`src/rtl/ee2w_pkg.sv`:
```
package ee2w_pkg;

    localparam int BYTE_W = 8;
    localparam int BIT_CW = 4;
    localparam logic [3:0] DEV_CODE = 4'b1010;

    typedef enum logic [2:0] {
        S_IDLE,
        S_CTRL,
        S_ADDR,
        S_WDATA,
        S_RDATA
    } state_e;

    // Bus events derived from the synchronized line levels.
    typedef struct packed {
        logic start;
        logic stop;
        logic rise;
        logic fall;
        logic sda;
    } bus_ev_t;

    function automatic logic dev_match(input logic [BYTE_W-1:0] ctrl);
        return ctrl[BYTE_W-1 -: 4] == DEV_CODE;
    endfunction

    function automatic logic is_rx_state(input state_e s);
        return (s == S_CTRL) || (s == S_ADDR) || (s == S_WDATA);
    endfunction

endpackage

```
`src/rtl/ee2w_sync.sv`:
```
module ee2w_sync #(
    parameter int WIDTH = 2,
    parameter int STAGES = 2,
    parameter logic [WIDTH-1:0] RST_VAL = '1
) (
    input  logic             clk,
    input  logic             rst,
    input  logic [WIDTH-1:0] d,
    output logic [WIDTH-1:0] q
);

    logic [STAGES-1:0][WIDTH-1:0] stage_q;

    always_ff @(posedge clk) begin
        if (rst) begin
            stage_q <= {STAGES{RST_VAL}};
        end else begin
            stage_q[0] <= d;
            for (int i = 1; i < STAGES; i++) begin
                stage_q[i] <= stage_q[i-1];
            end
        end
    end

    assign q = stage_q[STAGES-1];

endmodule

```
`src/rtl/ee2w_bus_mon.sv`:
```
module ee2w_bus_mon
    import ee2w_pkg::*;
(
    input  logic    clk,
    input  logic    rst,
    input  logic    scl_s,
    input  logic    sda_s,
    output bus_ev_t ev
);

    logic scl_p;
    logic sda_p;

    always_ff @(posedge clk) begin
        if (rst) begin
            scl_p <= 1'b1;
            sda_p <= 1'b1;
        end else begin
            scl_p <= scl_s;
            sda_p <= sda_s;
        end
    end

    always_comb begin
        ev.start = scl_s && scl_p && sda_p && !sda_s;
        ev.stop  = scl_s && scl_p && !sda_p && sda_s;
        ev.rise  = scl_s && !scl_p;
        ev.fall  = !scl_s && scl_p;
        ev.sda   = sda_s;
    end

endmodule

```
`src/rtl/ee2w_store.sv`:
```
module ee2w_store
    import ee2w_pkg::*;
#(
    parameter int DEPTH = 16,
    parameter int AW = $clog2(DEPTH)
) (
    input  logic              clk,
    input  logic              rst,
    input  logic              we,
    input  logic [AW-1:0]     waddr,
    input  logic [BYTE_W-1:0] wdata,
    input  logic [AW-1:0]     raddr,
    output logic [BYTE_W-1:0] rdata
);

    logic [BYTE_W-1:0] cell_q [DEPTH];

    for (genvar g = 0; g < DEPTH; g++) begin : g_cell
        logic [BYTE_W-1:0] r;
        always_ff @(posedge clk) begin
            if (rst) begin
                r <= '0;
            end else if (we && (waddr == AW'(g))) begin
                r <= wdata;
            end
        end
        assign cell_q[g] = r;
    end

    assign rdata = cell_q[raddr];

endmodule

```
`src/rtl/ee2w_prog_timer.sv`:
```
module ee2w_prog_timer #(
    parameter int CYCLES = 200,
    localparam int CW = $clog2(CYCLES + 1)
) (
    input  logic clk,
    input  logic rst,
    input  logic go,
    output logic busy
);

    logic [CW-1:0] cnt;

    always_ff @(posedge clk) begin
        if (rst) begin
            cnt <= '0;
        end else if (go) begin
            cnt <= CW'(CYCLES);
        end else if (cnt != '0) begin
            cnt <= cnt - 1'b1;
        end
    end

    assign busy = (cnt != '0);

endmodule

```
`src/rtl/ee2w_slave.sv`:
```
module ee2w_slave
    import ee2w_pkg::*;
#(
    parameter int DEPTH = 16,
    parameter int PROG_CYCLES = 200,
    parameter int SYNC_STAGES = 2,
    localparam int AW = $clog2(DEPTH)
) (
    input  logic clk,
    input  logic rst,
    input  logic scl_i,
    input  logic sda_i,
    output logic sda_pull_o,
    output logic busy_o
);

    // Input conditioning and event detection
    logic [1:0] line_s;
    logic       scl_s;
    logic       sda_s;
    bus_ev_t    ev;

    ee2w_sync #(.WIDTH(2), .STAGES(SYNC_STAGES), .RST_VAL(2'b11)) u_sync (
        .clk (clk),
        .rst (rst),
        .d   ({scl_i, sda_i}),
        .q   (line_s)
    );

    assign scl_s = line_s[1];
    assign sda_s = line_s[0];

    ee2w_bus_mon u_mon (
        .clk   (clk),
        .rst   (rst),
        .scl_s (scl_s),
        .sda_s (sda_s),
        .ev    (ev)
    );

    // Protocol state
    state_e              state;
    logic [BIT_CW-1:0]   bitcnt;
    logic                ack_ph;
    logic                ack_ok;
    logic                rw;
    logic                m_ack;
    logic [BYTE_W-1:0]   shreg;
    logic [BYTE_W-1:0]   tx;
    logic [AW-1:0]       ptr;
    logic                pull_q;

    // One-byte write holding register
    logic                pend_valid;
    logic [AW-1:0]       pend_addr;
    logic [BYTE_W-1:0]   pend_data;

    logic                busy;
    logic [BYTE_W-1:0]   rd_data;
    logic                ack_ok_c;
    logic                byte_dec;
    logic                wr_commit;
    logic                prog_go;
    logic                stop_ev;
    logic                st_idle;

    always_comb begin
        ack_ok_c = 1'b1;
        if (state == S_CTRL) begin
            ack_ok_c = dev_match(shreg) && !busy;
        end
    end

    assign byte_dec  = ev.fall && !ack_ph && (bitcnt == BIT_CW'(8)) && is_rx_state(state);
    assign prog_go   = ev.stop && pend_valid;
    assign wr_commit = prog_go || (byte_dec && (state == S_WDATA) && pend_valid);
    assign stop_ev   = ev.stop;
    assign st_idle   = (state == S_IDLE);

    ee2w_store #(.DEPTH(DEPTH), .AW(AW)) u_store (
        .clk   (clk),
        .rst   (rst),
        .we    (wr_commit),
        .waddr (pend_addr),
        .wdata (pend_data),
        .raddr (ptr),
        .rdata (rd_data)
    );

    ee2w_prog_timer #(.CYCLES(PROG_CYCLES)) u_timer (
        .clk  (clk),
        .rst  (rst),
        .go   (prog_go),
        .busy (busy)
    );

    always_ff @(posedge clk) begin
        if (rst) begin
            state      <= S_IDLE;
            bitcnt     <= '0;
            ack_ph     <= 1'b0;
            ack_ok     <= 1'b0;
            rw         <= 1'b0;
            m_ack      <= 1'b0;
            shreg      <= '0;
            tx         <= '0;
            ptr        <= '0;
            pull_q     <= 1'b0;
            pend_valid <= 1'b0;
            pend_addr  <= '0;
            pend_data  <= '0;
        end else if (ev.start) begin
            state      <= S_CTRL;
            bitcnt     <= '0;
            ack_ph     <= 1'b0;
            pull_q     <= 1'b0;
            pend_valid <= 1'b0;
        end else if (ev.stop) begin
            state      <= S_IDLE;
            ack_ph     <= 1'b0;
            pull_q     <= 1'b0;
            pend_valid <= 1'b0;
        end else begin
            unique case (state)
                S_IDLE: begin
                end
                S_CTRL, S_ADDR, S_WDATA: begin
                    if (ev.rise && !ack_ph && (bitcnt < BIT_CW'(8))) begin
                        shreg  <= {shreg[BYTE_W-2:0], ev.sda};
                        bitcnt <= bitcnt + 1'b1;
                    end else if (byte_dec) begin
                        ack_ph <= 1'b1;
                        ack_ok <= ack_ok_c;
                        pull_q <= ack_ok_c;
                        if (state == S_CTRL) begin
                            rw <= shreg[0];
                        end else if (state == S_ADDR) begin
                            ptr <= shreg[AW-1:0];
                        end else begin
                            pend_valid <= 1'b1;
                            pend_addr  <= ptr;
                            pend_data  <= shreg;
                            ptr        <= ptr + 1'b1;
                        end
                    end else if (ev.fall && ack_ph) begin
                        ack_ph <= 1'b0;
                        bitcnt <= '0;
                        pull_q <= 1'b0;
                        if (!ack_ok) begin
                            state <= S_IDLE;
                        end else if (state == S_CTRL) begin
                            if (rw) begin
                                state  <= S_RDATA;
                                tx     <= rd_data;
                                pull_q <= !rd_data[BYTE_W-1];
                                ptr    <= ptr + 1'b1;
                            end else begin
                                state <= S_ADDR;
                            end
                        end else begin
                            state <= S_WDATA;
                        end
                    end
                end
                S_RDATA: begin
                    if (ev.rise && (bitcnt == BIT_CW'(8))) begin
                        m_ack <= !ev.sda;
                    end else if (ev.fall) begin
                        if (bitcnt < BIT_CW'(7)) begin
                            tx     <= {tx[BYTE_W-2:0], 1'b0};
                            pull_q <= !tx[BYTE_W-2];
                            bitcnt <= bitcnt + 1'b1;
                        end else if (bitcnt == BIT_CW'(7)) begin
                            pull_q <= 1'b0;
                            bitcnt <= BIT_CW'(8);
                        end else if (m_ack) begin
                            tx     <= rd_data;
                            pull_q <= !rd_data[BYTE_W-1];
                            ptr    <= ptr + 1'b1;
                            bitcnt <= '0;
                        end else begin
                            pull_q <= 1'b0;
                            state  <= S_IDLE;
                        end
                    end
                end
                default: state <= S_IDLE;
            endcase
        end
    end

    assign sda_pull_o = pull_q;
    assign busy_o     = busy;

endmodule

```
`config.mk`:
```
export PLATFORM = sky130hd
export DESIGN_NAME = ee2w_slave
export DESIGN_NICKNAME = d
export VERILOG_FILES = /design/src/rtl/ee2w_pkg.sv /design/src/rtl/ee2w_sync.sv /design/src/rtl/ee2w_bus_mon.sv /design/src/rtl/ee2w_store.sv /design/src/rtl/ee2w_prog_timer.sv /design/src/rtl/ee2w_slave.sv
export SDC_FILE = /design/constraint.sdc
export NUM_CORES = 1
export LEC_CHECK = 0
export BUFFER_PORTS_ARGS = -buffer_cell sky130_fd_sc_hd__buf_4
export CORE_MARGIN = 4
export CORE_UTILIZATION = 57
export CTS_CLUSTER_DIAMETER = 80
export CTS_CLUSTER_SIZE = 10
export DETAILED_ROUTE_END_ITERATION = 12
export PLACE_DENSITY = 0.8
export SLEW_MARGIN = 25
export SYNTH_ARGS = -nofsm -noshare
export SYNTH_HDL_FRONTEND = slang
export SYNTH_SLANG_ARGS = --single-unit
```
`constraint.sdc`:
```
create_clock -name clk -period 2.55 [get_ports clk]
set_input_delay 0.1275 -clock clk [delete_from_list [all_inputs] [get_ports clk]]
set_output_delay 0.1275 -clock clk [all_outputs]
set_load 0.02 [all_outputs]
```
==> results.toml <==
[placement]
dpl.cell_count = 1003
numPortBuffers = 5
place_congestion = 0.8772
dp_hpwl_um = 12850

[finish]
seq_area_sq_mm = 0.003726
layout.cells.non_filler = 1037
multi_input_area_sq_mm = 0.004457
antenna_cells = 0
fin_nets = 849
areaGrowthSynthToFinish_pct = 11.50
drive_above_1_share_pct = 15.83
n_fill_cell = 1122

[grt]
grt_pass1_vias = 6115
track_usage_pct = 24.67
grt_pass1_wl_um = 32350
overflow = 0
grt_max_degree = 172
antenna_found_initial = 0

[pwr]
vdd_ir_drop_max_uv = 601.4
combPwrFrac_pct = 7.0
p_int_mw = 4.441
swShare_pct = 24.47
seq_power_share_pct = 51.0
power_mw = 5.879
p_leak_nw = 3.877
power_density_mw_per_mm2 = 622.1
netSwitchingPower_mw = 1.438
pwr-share-clk_pct = 42.0

[sta]
tightest_slew_ns = 0.8047
fin_tns_setup_ns = 0
fin_crit_ns = 2.445
slew_viol_final = 0
rsz0062_at_grt = "false"
setup_viol = 0
slew_headroom_pct = 46.28
period_share_pct = 95.89
fin_worst_skew_ns = 0.008966
hold_violations = 0
fmax_mhz = 409.0

[synthesis]
ys_seq_area_share_pct = 43.93
synth_cell_types = 60
syn_inst = 839
synth_edf_count = 0
post-synth-top-area-cell = "dfxtp_1"
ys_warn_count = 0
synth.most_common_cell = "dfxtp_1"
avgSynthCellArea_sq_um = 10.10
synth_common_cells = "186 x dfxtp_1, 162 x nor2_1, 148 x mux2i_1"
synth_top_area_share_pct = 43.93
ys.flop_type = "dfxtp_1"
yosys-top-cells-area = "dfxtp_1 44%, mux2i_1 17%, mux4_2 9.8%"
synth_nets = 848
netlist_area_sq_mm = 0.008476
synthArstFlopShare_pct = 0
synth_seq_cells = 186

[floorplanning]
die-area_sq_mm = 0.01688
ios = 6
die_h_um = 129.9
num_rows = 44
core_area_sq_mm = 0.01453
fp.dieW_um = 129.9
start_util_pct = 58.32

[worst_setup_path]
cp.arrival_ns = 2.74
critPathMaxFanout = 9
cp-end-kind = "flop"
startpoint_type = "flop"
crit_buf_inv = 1
worst-endpoint-required_ns = 2.85
path_cells = "inv_1, ha_1, nand3b_1, or4_4, a2111o_2, mux2i_1, nor2_1"
worstSetupPathType = "reg2reg"
cpMaxStageDelayCell = "or4_4"
crit_family = "simple AND/OR/NAND/NOR gates"
slowest_delay_ns = 0.68

[detailed_routing]
postRouteAntennaNets = 0
avgRoutedWirePerCell_um = 18.93
wirelength_um = 19630
firstDrtPassIters = 5
vias = 6318
via_per_inst = 6.093
drt-initial-drc-count = 607
drcViolationCount = 0

[clocking]
clock_latency_ns = 0.43
htree_levels = 4
cts_buffers = 17
cts_tree = "yes"
clockBufferDepth = 2
root_buffer = "clkbuf_16"
clkSinkCount = 186
clk_pin_slew_ns = 0.07

[outcome]
status = "completed"

[run]
cap_violations = 0

[hold_path]
hp-class = "in2reg"
## through the flow
step	hold slack, ns	util, %	setup slack, ns	cell area [sq um]
2_1_floorplan	0.2313	-	0.03961	8476
3_3_place_gp	0.3135	61.06	0.1125	8875
3_5_place_dp	0.3178	61.06	0.04645	8875
4_1_cts	0.1052	64.97	0.04111	9443
5_1_grt	0.1310	65.02	0.01939	9450
6_report	0.1186	65.02	0.1049	9450
## metal layers
layer,global-route usage (%),part of all wire [%],vias to the layer above
li1,-,-,2999
met1,32.91,44,3078
met2,39.92,48,195
met3,5.321,5.7,46
met4,8.802,3.0,0
met5,0,0,-
## tightest hold or removal path, delay by kind of cell
kind                   cells  cell delay (ns)
AND/OR/NAND/NOR            1             0.11
buffers and inverters      2             0.27
## sequential cells by signal (all words and copies together) (netlist names), 3 cells and up
register          flops
pend_data             8
state                 3
ptr                   4
bitcnt                4
pend_addr             4
tx                    7
u_timer.cnt           8
shreg                 8
u_store.g_cell.r    128
## cell type report
class,count,area share [%]
Multi-Input combinational cell,574,47.16
Inverter,13,0.5164
Sequential cell,186,39.43
Clock inverter,11,0.9268
Clock buffer,21,4.872
Tap cell,184,2.436
Timing Repair Buffer,48,4.660
## kinds of logic after synthesis
logic type | count (synthesis) | synth area share (%)
DFF | 186 | 43.93
adders and majority gates | 5 | 0.7381
xor gates and xnor gates | 5 | 0.5167
muxes | 185 | 27.31
and+or+nand+nor | 281 | 14.79
buffers and inverters | 79 | 3.646
AOI/OAI and AO/OA | 98 | 9.064
## layout by cell type (no fill, tap or decap), types with 10 or more instances in the layout
master	instances
inv_1	13
a21oi_1	31
clkbuf_16	17
nor2_1	162
buf_4	40
mux4_2	37
dfxtp_1	184
mux2i_1	148
nand2_1	40
o21ai_0	10
nor3_1	10
nand3_1	18
## path summary, 6_finish.rpt
path | start | to | slack, ns | cells past startpoint
worst max-delay path | bitcnt[0] | u_store.g_cell[15].r[6] | 0.10 | 7
worst min-delay path | rst | u_mon.sda_p | 0.12 | 3
worst max register to register | bitcnt[0] | u_store.g_cell[15].r[6] | 0.10 | 7
worst min register to register | u_sync.stage_q[0] | u_sync.q[0] | 0.42 | 1
## what timing repair did
item	CTS	global route
setup buffers	0	0
resized for setup	0	4
endpoints found under the setup margin	0	29
hold buffers	2	0
hold endpoints to repair	2	0
## power by group through the flow
stage / clock, mW / sequential, mW / combinational, mW
finish: 2.47 / 3.00 / 0.410
global route: 2.63 / 3.00 / 0.462
CTS: 2.50 / 3.00 / 0.411
detailed placement: 0 / 3.06 / 0.408
global placement: 0 / 3.06 / 0.395
floorplan: 0 / 3.05 / 0.318
Note: power is estimated with default switching activity, not from simulation.
